### config.mk
export PLATFORM = sky130hd
export DESIGN_NAME = crank_sync_unit
export DESIGN_NICKNAME = d
export VERILOG_FILES = /design/src/rtl/crank_pkg.sv /design/src/rtl/crank_filter.sv /design/src/rtl/crank_gap_track.sv /design/src/rtl/crank_cycle.sv /design/src/rtl/crank_rpm_div.sv /design/src/rtl/crank_sync_unit.sv
export SDC_FILE = /design/constraint.sdc
export NUM_CORES = 1
export LEC_CHECK = 0
export ABC_CLOCK_PERIOD_IN_PS = 14600
export CAP_MARGIN = 20
export CELL_PAD_IN_SITES_DETAIL_PLACEMENT = 1
export CELL_PAD_IN_SITES_GLOBAL_PLACEMENT = 1
export CORE_ASPECT_RATIO = 0.8
export CORE_MARGIN = 1
export CORE_UTILIZATION = 51
export DETAILED_ROUTE_END_ITERATION = 10
export PLACE_DENSITY = 0.91
export REMOVE_ABC_BUFFERS = 1
export SYNTH_ARGS = -nofsm -noshare
export SYNTH_HDL_FRONTEND = slang
export SYNTH_SLANG_ARGS = --single-unit
### constraint.sdc
create_clock -name clk -period 14.6 [get_ports clk]
set_clock_uncertainty 0.2 [all_clocks]
set_input_delay 2.92 -clock clk [delete_from_list [all_inputs] [get_ports clk]]
set_output_delay 2.92 -clock clk [all_outputs]
set_load 0.03 [all_outputs]
### src/rtl/crank_pkg.sv
package crank_pkg;

    typedef enum logic [1:0] {
        SY_IDLE,
        SY_FILL,
        SY_HUNT,
        SY_LOCK
    } sync_state_t;

    typedef enum logic [1:0] {
        DV_IDLE,
        DV_RUN,
        DV_DONE
    } div_state_t;

endpackage

### src/rtl/crank_filter.sv
module crank_filter #(
    parameter int WIN   = 8,
    parameter int AGREE = 6
) (
    input  logic clk,
    input  logic rst,
    input  logic raw,
    output logic level,
    output logic rise
);
    localparam int CW = $clog2(WIN + 1);

    logic [WIN-1:0] win;
    logic [CW-1:0]  ones;
    logic [CW-1:0]  zeros;

    always_comb begin
        ones  = CW'($countones(win));
        zeros = CW'(WIN) - ones;
    end

    always_ff @(posedge clk) begin
        if (rst) begin
            win   <= '0;
            level <= 1'b0;
            rise  <= 1'b0;
        end else begin
            win  <= {win[WIN-2:0], raw};
            rise <= 1'b0;
            if (!level && ones >= CW'(AGREE)) begin
                level <= 1'b1;
                rise  <= 1'b1;
            end else if (level && zeros >= CW'(AGREE)) begin
                level <= 1'b0;
            end
        end
    end

endmodule

### src/rtl/crank_gap_track.sv
module crank_gap_track
    import crank_pkg::*;
#(
    parameter int TS_W = 16
) (
    input  logic clk,
    input  logic rst,
    input  logic edge_in,
    output logic sync_pulse,
    output logic stall
);
    localparam logic [TS_W-1:0] TS_MAX = {TS_W{1'b1}};
    localparam int MW = TS_W + 3;

    sync_state_t     state, state_n;
    logic [1:0]      fill_cnt, fill_n;
    logic [TS_W-1:0] gap_cnt;
    logic [TS_W-1:0] hist [3];
    logic [TS_W-1:0] d_old, d_mid, d_new;
    logic [MW-1:0]   two_mid, three_old, three_new;
    logic            stall_now, push, test, marker;

    assign stall_now = (gap_cnt == TS_MAX);
    assign stall     = stall_now;

    always_comb begin
        d_old     = hist[1];
        d_mid     = hist[2];
        d_new     = gap_cnt + 1'b1;
        two_mid   = {2'b0, d_mid, 1'b0};
        three_old = {3'b0, d_old} + {2'b0, d_old, 1'b0};
        three_new = {3'b0, d_new} + {2'b0, d_new, 1'b0};
        marker    = (two_mid > three_old) && (two_mid > three_new);
    end

    always_comb begin
        state_n = state;
        fill_n  = fill_cnt;
        push    = 1'b0;
        test    = 1'b0;
        if (edge_in && stall_now) begin
            state_n = SY_FILL;
            fill_n  = 2'd0;
        end else if (stall_now) begin
            state_n = SY_IDLE;
        end else if (edge_in) begin
            unique case (state)
                SY_IDLE: begin
                    state_n = SY_FILL;
                    fill_n  = 2'd0;
                end
                SY_FILL: begin
                    push = 1'b1;
                    if (fill_cnt == 2'd2) begin
                        test    = 1'b1;
                        state_n = marker ? SY_LOCK : SY_HUNT;
                    end else begin
                        fill_n = fill_cnt + 2'd1;
                    end
                end
                SY_HUNT: begin
                    push = 1'b1;
                    test = 1'b1;
                    if (marker) state_n = SY_LOCK;
                end
                SY_LOCK: begin
                    push = 1'b1;
                    test = 1'b1;
                end
            endcase
        end
    end

    // state register
    always_ff @(posedge clk) begin
        if (rst) begin
            state    <= SY_IDLE;
            fill_cnt <= 2'd0;
        end else begin
            state    <= state_n;
            fill_cnt <= fill_n;
        end
    end

    // outputs, timestamp and gap history
    always_ff @(posedge clk) begin
        if (rst) begin
            gap_cnt    <= '0;
            sync_pulse <= 1'b0;
            for (int i = 0; i < 3; i++) hist[i] <= '0;
        end else begin
            sync_pulse <= test && marker;
            if (edge_in)         gap_cnt <= '0;
            else if (!stall_now) gap_cnt <= gap_cnt + 1'b1;
            if (push) begin
                hist[0] <= hist[1];
                hist[1] <= hist[2];
                hist[2] <= d_new;
            end
        end
    end

endmodule

### src/rtl/crank_cycle.sv
module crank_cycle #(
    parameter int CYC_W = 24
) (
    input  logic             clk,
    input  logic             rst,
    input  logic             sync_in,
    input  logic             lost,
    output logic [CYC_W-1:0] cycle_time,
    output logic             start
);
    localparam logic [CYC_W-1:0] CYC_MAX = {CYC_W{1'b1}};

    logic [CYC_W-1:0] cyc_cnt;
    logic             have_ref;

    always_ff @(posedge clk) begin
        if (rst) begin
            cyc_cnt    <= '0;
            have_ref   <= 1'b0;
            cycle_time <= '0;
            start      <= 1'b0;
        end else begin
            start <= 1'b0;
            if (sync_in) begin
                cyc_cnt  <= '0;
                have_ref <= 1'b1;
                if (have_ref) begin
                    cycle_time <= (cyc_cnt == CYC_MAX) ? CYC_MAX : cyc_cnt + 1'b1;
                    start      <= 1'b1;
                end
            end else begin
                if (cyc_cnt != CYC_MAX) cyc_cnt <= cyc_cnt + 1'b1;
                if (lost) have_ref <= 1'b0;
            end
        end
    end

endmodule

### src/rtl/crank_rpm_div.sv
module crank_rpm_div
    import crank_pkg::*;
#(
    parameter int NUM   = 6_000_000,
    parameter int NUM_W = 23,
    parameter int DEN_W = 24
) (
    input  logic             clk,
    input  logic             rst,
    input  logic             start,
    input  logic [DEN_W-1:0] divisor,
    output logic [NUM_W-1:0] result,
    output logic             valid
);
    localparam int CNT_W = $clog2(NUM_W);
    localparam logic [NUM_W-1:0] NUM_C = NUM_W'(NUM);

    div_state_t       state;
    logic [CNT_W-1:0] bit_idx;
    logic [DEN_W-1:0] den, rem;
    logic [NUM_W-1:0] quo;
    logic [DEN_W:0]   trial;

    assign trial = {rem, NUM_C[bit_idx]};

    always_ff @(posedge clk) begin
        if (rst) begin
            state   <= DV_IDLE;
            bit_idx <= '0;
            den     <= '0;
            rem     <= '0;
            quo     <= '0;
            result  <= '0;
            valid   <= 1'b0;
        end else begin
            valid <= 1'b0;
            if (start) begin
                den     <= divisor;
                rem     <= '0;
                quo     <= '0;
                bit_idx <= CNT_W'(NUM_W - 1);
                state   <= (divisor == '0) ? DV_DONE : DV_RUN;
            end else begin
                unique case (state)
                    DV_IDLE: ;
                    DV_RUN: begin
                        if (trial >= {1'b0, den}) begin
                            rem <= DEN_W'(trial - {1'b0, den});
                            quo <= {quo[NUM_W-2:0], 1'b1};
                        end else begin
                            rem <= trial[DEN_W-1:0];
                            quo <= {quo[NUM_W-2:0], 1'b0};
                        end
                        if (bit_idx == '0) state <= DV_DONE;
                        else bit_idx <= bit_idx - 1'b1;
                    end
                    DV_DONE: begin
                        result <= quo;
                        valid  <= 1'b1;
                        state  <= DV_IDLE;
                    end
                    default: state <= DV_IDLE;
                endcase
            end
        end
    end

endmodule

### src/rtl/crank_sync_unit.sv
module crank_sync_unit #(
    parameter int WIN     = 8,
    parameter int AGREE   = 6,
    parameter int TS_W    = 16,
    parameter int CYC_W   = 24,
    parameter int RPM_NUM = 6_000_000,
    parameter int RPM_W   = $clog2(RPM_NUM + 1)
) (
    input  logic             clk,
    input  logic             rst,
    input  logic             crank_raw,
    output logic             sync_pulse,
    output logic             stall,
    output logic [CYC_W-1:0] cycle_time,
    output logic [RPM_W-1:0] rpm,
    output logic             rpm_valid
);
    logic filt_level;
    logic edge_evt;
    logic div_start;

    crank_filter #(.WIN(WIN), .AGREE(AGREE)) u_filter (
        .clk   (clk),
        .rst   (rst),
        .raw   (crank_raw),
        .level (filt_level),
        .rise  (edge_evt)
    );

    crank_gap_track #(.TS_W(TS_W)) u_gap (
        .clk        (clk),
        .rst        (rst),
        .edge_in    (edge_evt),
        .sync_pulse (sync_pulse),
        .stall      (stall)
    );

    crank_cycle #(.CYC_W(CYC_W)) u_cycle (
        .clk        (clk),
        .rst        (rst),
        .sync_in    (sync_pulse),
        .lost       (stall),
        .cycle_time (cycle_time),
        .start      (div_start)
    );

    crank_rpm_div #(.NUM(RPM_NUM), .NUM_W(RPM_W), .DEN_W(CYC_W)) u_div (
        .clk     (clk),
        .rst     (rst),
        .start   (div_start),
        .divisor (cycle_time),
        .result  (rpm),
        .valid   (rpm_valid)
    );

endmodule

=== Word level (Yosys, flattened, before mapping) ===
Memories as Yosys holds them, arrays and structs flattened.
Index checks and enable logic that the tools add are counted.

* Bits in registers: 183
* Memory bits (writable): 48
* Memory bits (read-only): 32
* Bits of input ports: 3
* Output and inout bits: 50
* Logic and storage cells: 144
* Memories kept: 2

{| class="wikitable"
|+ Memory list
! memory !! words !! bits a word !! rd ports !! clocked after Yosys merged registers in !! wr ports !! line !! source
|-
| u_gap.hist || 3 || 16 || 2 || 0 || 3 || crank_gap_track.sv:18 || <nowiki>logic [TS_W-1:0] hist [3];</nowiki>
|-
| (no name shown) || 32 || 1 || 1 || 0 || 0 || crank_rpm_div.sv:24 || <nowiki>assign trial = {rem, NUM_C[bit_idx]};</nowiki>
|}

* Add/sub/neg operators: 15
* Order comparisons: 6
* Eq/ne operators: 17
* Mux-type cells: 44
* Bitwise logic cells: 7
* Reductions and logical operators: 33

{| class="wikitable"
|+ Operators with widths
! cell !! number
|-
| two-way mux 16 bit || 3
|-
| two-way mux 24 bit || 2
|-
| > comparator 17 x 19 -> 1 bit || 2
|-
| adder 16 x 17 -> 18 bit || 2
|-
| two-way mux 1 bit || 26
|-
| greater-or-equal comparator 25 x 24 -> 1 bit || 1
|-
| adder 24 x 1 -> 24 bit, second input constant || 1
|-
| == test 24 bit, second input constant || 1
|-
| logical NOT 24 bit || 1
|-
| != test 24 bit, second input constant || 1
|-
| subtractor 24 bit || 1
|-
| adder 16 x 1 -> 16 bit, second input constant || 1
|-
| == test 16 bit, second input constant || 1
|-
| two-way mux 5 bit || 3
|-
| adder 4 bit || 3
|-
| two-way mux 2 bit || 6
|-
| AND reduction 4 bit || 3
|-
| OR reduction 2 bit || 6
|-
| AND reduction 2 bit || 5
|-
| adder 1 x 1 -> 2 bit || 4
|-
| == test 2 bit, second input constant || 4
|-
| greater-or-equal comparator 4 x 3 -> 1 bit, second input constant || 2
|-
| != test 4 x 1 -> 1 bit, second input constant || 2
|-
| case mux 2 bit (2 select lines) || 2
|-
| 20 further kinds || 39
|}

=== Depth between registers and ports, before layout ===
* Depth after elaboration: 10
* Mapped depth: 24
* Mapped depth without buffers: 23

=== By module ===
A second synthesis with hierarchy kept.

* Cell total of the unflattened synthesis: 1556
* Area, all modules: 13175.1 µm²

{| class="wikitable"
|+ By module, submodules not included
! module !! instances !! cells each !! area each (µm²) !! seq. area each (µm²)
|-
| crank_rpm_div || 1 || 700 || 5526.6 || 2042.0
|-
| crank_gap_track || 1 || 569 || 4953.5 || 1381.3
|-
| crank_cycle || 1 || 226 || 2127.0 || 1001.0
|-
| crank_filter || 1 || 61 || 568.0 || 200.2
|}

=== Worst setup path after synthesis ===
Ideal clock, no wire load.

* Path type: in2reg
* Start: input rst
* End: memory u_gap.hist[1][0] (enable)
* Library setup time: 0.658 ns
* Data arrival time: 4.041 ns
* Required time: 13.742 ns
* Slack: 9.701 ns
* Cell stages on the path: 2
* Path buffers: 0
* Cells stage by stage: inv_1 o21ai_0

{| class="wikitable"
|+ RTL lines
! element !! line !! source
|-
| from (decl) || crank_sync_unit.sv:10 || <nowiki>input logic rst,</nowiki>
|-
| to (decl) || crank_gap_track.sv:18 ||
|}

=== Worst setup path after layout ===
* Start: register u_gap.gap_cnt[0]
* End: output stall

* Longest elaborated chain between the ends: 1

{| class="wikitable"
|+ Ends and longest elaborated chain
! element !! line !! source
|-
| from (decl) || crank_gap_track.sv:17 || <nowiki>logic [TS_W-1:0] gap_cnt;</nowiki>
|-
| from (signal assigned) || crank_gap_track.sv:94 || <nowiki>else if (!stall_now) gap_cnt <= gap_cnt + 1'b1;</nowiki>
|-
| == test 16 bit || crank_gap_track.sv:23 || <nowiki>assign stall_now = (gap_cnt == TS_MAX);</nowiki>
|-
| to (decl) || crank_sync_unit.sv:13 || <nowiki>output logic stall,</nowiki>
|}

No other way between the ends.

==> impl_summary.log <==
[metrics] placeable core region: between 20000 and 25000 um2
[metrics] Vias: between 10000 and 15000
[metrics] Post-CTS Resized: 0
[metrics] kind of cell adding the most delay to the critical path: buffers and inverters
[metrics] count of inserted antenna diode cells: 0
[metrics] Final WS setup: ~8.2 ns
[metrics] cell with the largest stage delay on the worst path: sky130_fd_sc_hd__clkdlybuf4s50_1
[metrics] Clock Path Buffers: 3
[metrics] number of rows in the core area: 50
[metrics] HP Class: reg -> reg
[metrics] global-route wire length before repair: approximately 67 mm
[metrics] Ys Warns: 0
[metrics] ratio of total power to cell area: 91.4 nW/um2
[metrics] DRT iter0 DRCs: roughly 1100
[metrics] critical path, cell by cell: ha_1 > and4_1 > nand3_1 > inv_1 > clkdlybuf4s50_1
[metrics] maximum number of pins on one net before global-route repair: 96
[metrics] Peak supply drop: between 0.08 and 0.09 mV
[metrics] Final GP Congestion: around 0.82
[metrics] number of buffers inserted by post-CTS setup repair: 0
[metrics] worst path required time: between 10 and 15 ns
[metrics] hold-fix buffers at CTS: 0
[metrics] fraction of the cycle the final worst path needs: 0.440
[metrics] kind of end point of the critical path: primary output
[metrics] vertical extent of the die: about 140 um
[metrics] Final Setup Violations: 0
[metrics] synthesized area per cell: roughly 8.6 um2
[metrics] minimum clock period: 6.43 ns
[metrics] origin of the worst min-delay path: u_filter.level$_SDFFE_PP0P_
[metrics] critical path's largest stage delay: between 0.6 and 0.7 ns
[metrics] Hold Vio Cnt, Final: 0
[metrics] most common cell after layout, fill and taps aside: sky130_fd_sc_hd__dfxtp_1
[metrics] average vias per placed instance: ~6.4
[metrics] Post-synth EDFFs: 32
[metrics] Crit Path Category: reg -> out
[metrics] max-slew violation total from the final report: 0
[metrics] count of state elements after synthesis: 215
[metrics] number of buffers inserted by port buffering: 52
[metrics] clock-pin slew on the worst setup and hold paths: 0.07 ns
[metrics] total overflow reported by the global router: 0
[metrics] Post-synth ARST share: 0
[metrics] vias in the first global route: 12181
[metrics] Synth Instances: 1455
[metrics] WL/cell: 23.3 um
[metrics] Primary FF master, synth: sky130_fd_sc_hd__dfxtp_1
[metrics] area grow syn2layout: 11.2%
[metrics] upper clock frequency limit: roughly 0.16 GHz
[metrics] maxcap violations: 0
[metrics] commonest non-fill, non-tap cells in the layout: sky130_fd_sc_hd__dfxtp_1, sky130_fd_sc_hd__nor2_1, sky130_fd_sc_hd__nand2_1
[metrics] data arrival time of the critical path: ~3.3 ns
[metrics] source-to-sink clock delay at the later pin of the worst-skew pair: ~0.54 ns
[metrics] Root Buffer: sky130_fd_sc_hd__clkbuf_16
[metrics] area enclosed by the die boundary: about 25000 um2
[metrics] first drt pass iteration count: 5
[metrics] pre-CTS setup slack: a little under 9 ns
[metrics] clock tree from TritonCTS: done
[metrics] Stages on worst setup path: 5
[metrics] sequential fraction of the synthesis area: 0.370
[metrics] setup repair after global routing missed its margin: false
[metrics] cts bufs inserted: 23
[metrics] highest fanout seen on the critical path: 20
[metrics] antenna violations before repair: 0
[metrics] Hold Path End: u_filter.rise$_SDFF_PP0_
[metrics] overall routed net length: about 42 mm
[metrics] setup tns final: 0 ns
[metrics] half-perimeter wire length of the detailed placement result: roughly 26 mm
[metrics] remaining max-slew budget at the tightest pin: 0.214
[metrics] total global routing track utilization: 0.333
[metrics] Reg2Reg Depth: 20
[metrics] run status: finished, final reports clean
[metrics] reg-to-reg slack, setup: 8.24 ns
[metrics] total number of nets in the final design: approximately 1600
[metrics] FF-to-FF End: u_gap.state[1]$_SDFFE_PP0P_
[metrics] Antenna Nets Post-Route: 0
[metrics] effective utilization at floorplan: 0.527
[metrics] Sink Count: between 200 and 250
[metrics] I/O pin count: 53
[metrics] leak pwr: about 5.5 nW
[metrics] count of cell types in the netlist: 86
[metrics] Die Span X: roughly 180 um
[metrics] depth of the worst hold-timing path: 1
[metrics] area of the mapped netlist: between 10000 and 15000 um2
[metrics] crit path buf inv count: 2
[metrics] worst r2r src: u_gap.gap_cnt[0]$_SDFFE_PP0N_
[metrics] share of layout cells above drive strength 1: 0.0559
[metrics] category of the worst setup path launch point: register
[metrics] slew at the pin with the worst max-slew slack: approximately 1.2 ns
[metrics] number of levels the H-tree was split into: 1
[metrics] number of design rule violations left after detail routing: 0
## cells in the mapped netlist (3+ instances only)
cell type                   number  area share
sky130_fd_sc_hd__buf_4           6      0.0036
sky130_fd_sc_hd__nor2_1        157       0.047
sky130_fd_sc_hd__or3_1          10      0.0050
sky130_fd_sc_hd__or2_2           9      0.0045
sky130_fd_sc_hd__inv_1          74       0.022
sky130_fd_sc_hd__nand3_1        34       0.014
sky130_fd_sc_hd__nand2_1       156       0.047
sky130_fd_sc_hd__or4_1           3      0.0018
sky130_fd_sc_hd__xnor2_1        44       0.031
sky130_fd_sc_hd__o21ai_0        40       0.016
sky130_fd_sc_hd__nand4_1        27       0.014
sky130_fd_sc_hd__and4_1          4      0.0028
sky130_fd_sc_hd__o211ai_1        5      0.0030
sky130_fd_sc_hd__and3_1         13      0.0065
sky130_fd_sc_hd__nand3b_1        3      0.0018
sky130_fd_sc_hd__a311oi_1        7      0.0049
sky130_fd_sc_hd__o311ai_0        3      0.0021
sky130_fd_sc_hd__o21a_1          7      0.0042
sky130_fd_sc_hd__a31oi_1        18      0.0090
sky130_fd_sc_hd__nor3b_1         3      0.0018
sky130_fd_sc_hd__nand2b_1       13      0.0065
sky130_fd_sc_hd__o31ai_1         8      0.0048
sky130_fd_sc_hd__mux2i_1        31       0.025
sky130_fd_sc_hd__o21bai_1        5      0.0030
sky130_fd_sc_hd__fa_1            7       0.011
sky130_fd_sc_hd__a211oi_1       38       0.023
sky130_fd_sc_hd__nor3_1         38       0.015
sky130_fd_sc_hd__buf_2           8      0.0032
sky130_fd_sc_hd__ha_1          108        0.11
sky130_fd_sc_hd__and2_1         24       0.012
sky130_fd_sc_hd__nor2b_1        17      0.0085
sky130_fd_sc_hd__xor2_1         32       0.022
sky130_fd_sc_hd__a211o_1         6      0.0042
sky130_fd_sc_hd__buf_1           9      0.0027
sky130_fd_sc_hd__a21oi_1       121       0.048
sky130_fd_sc_hd__a2111oi_0       3      0.0021
sky130_fd_sc_hd__a21o_1         23       0.014
sky130_fd_sc_hd__edfxtp_1       32       0.077
sky130_fd_sc_hd__nor4_1         24       0.012
sky130_fd_sc_hd__dfxtp_1       183        0.29
sky130_fd_sc_hd__o31a_1          3      0.0021
sky130_fd_sc_hd__clkbuf_1       47       0.014
## stage by stage
stage	total power, mW	util	instances	instance area [um2]	hold slack (ns)
2_1_floorplan	0.669	-	1382	12200	0.205
3_3_place_gp	0.688	0.556	1755	13200	0.222
3_5_place_dp	0.694	0.556	1755	13200	0.228
4_1_cts	1.27	0.586	1796	13900	0.248
5_1_grt	1.31	0.586	1796	13900	0.280
6_report	1.27	0.586	1796	13900	0.258
## metal layers
metal / wire (um) / track usage / vias to the layer above
met1: 17800 / 0.422 / 5790
li1: - / - / 5183
met5: 0 / 0 / -
met4: 1570 / 0.125 / 0
met3: 2640 / 0.0577 / 143
met2: 19900 / 0.566 / 464
## sequential cells by signal, indices dropped and copies added, names as in the netlist, 2 cells and up
register and cells:
u_div.den 24, u_div.state 2, u_filter.win 8, u_div.quo 23, u_cycle.cycle_time 24, u_gap.fill_cnt 2, u_cycle.cyc_cnt 24, u_div.result 23
u_div.bit_idx 5, u_gap.gap_cnt 16, u_gap.hist 32, u_div.rem 24, u_gap.state 2
## cell type report
type                       instances  area [um2]
tap                              312         390
fill                            2698        9810
clock buffer                      32         659
multi-input combinational       1093        7290
timing repair buffer              61         586
clock inverter                     9        71.3
sequential                       215        4620
inverter                          74         278
## report_power, final
part	switching, mW	internal (mW)
Combinational	0.0475	0.0270
Clock	0.265	0.320
Sequential	0.00671	0.605
Total	0.319	0.952
## worst max-delay path by stage
stage / from / slack, ns / end
after floorplan: u_gap.gap_cnt[0]$_SDFFE_PP0N_ / 9.68 / u_gap.state[1]$_SDFFE_PP0P_
after global placement: u_gap.gap_cnt[0]$_SDFFE_PP0N_ / 8.95 / stall
after detailed placement: u_gap.gap_cnt[0]$_SDFFE_PP0N_ / 8.84 / u_gap.state[0]$_SDFFE_PP0P_
after CTS: u_gap.gap_cnt[0]$_SDFFE_PP0N_ / 8.22 / stall
after global routing: u_gap.gap_cnt[0]$_SDFFE_PP0N_ / 8.01 / stall
final: u_gap.gap_cnt[0]$_SDFFE_PP0N_ / 8.17 / stall
## kinds of logic after synthesis
| kind of cell | count (synthesis) | synth area share |
|---|---|---|
| adders and majority gates | 115 | 0.119 |
| xor gates and xnor gates | 77 | 0.0550 |
| buffers and inverters | 147 | 0.0480 |
| and+or+nand+nor | 549 | 0.213 |
| AOI/OAI and AO/OA | 319 | 0.168 |
| DFF | 215 | 0.370 |
| muxes | 33 | 0.0275 |
(Power assumes the default switching activity.)
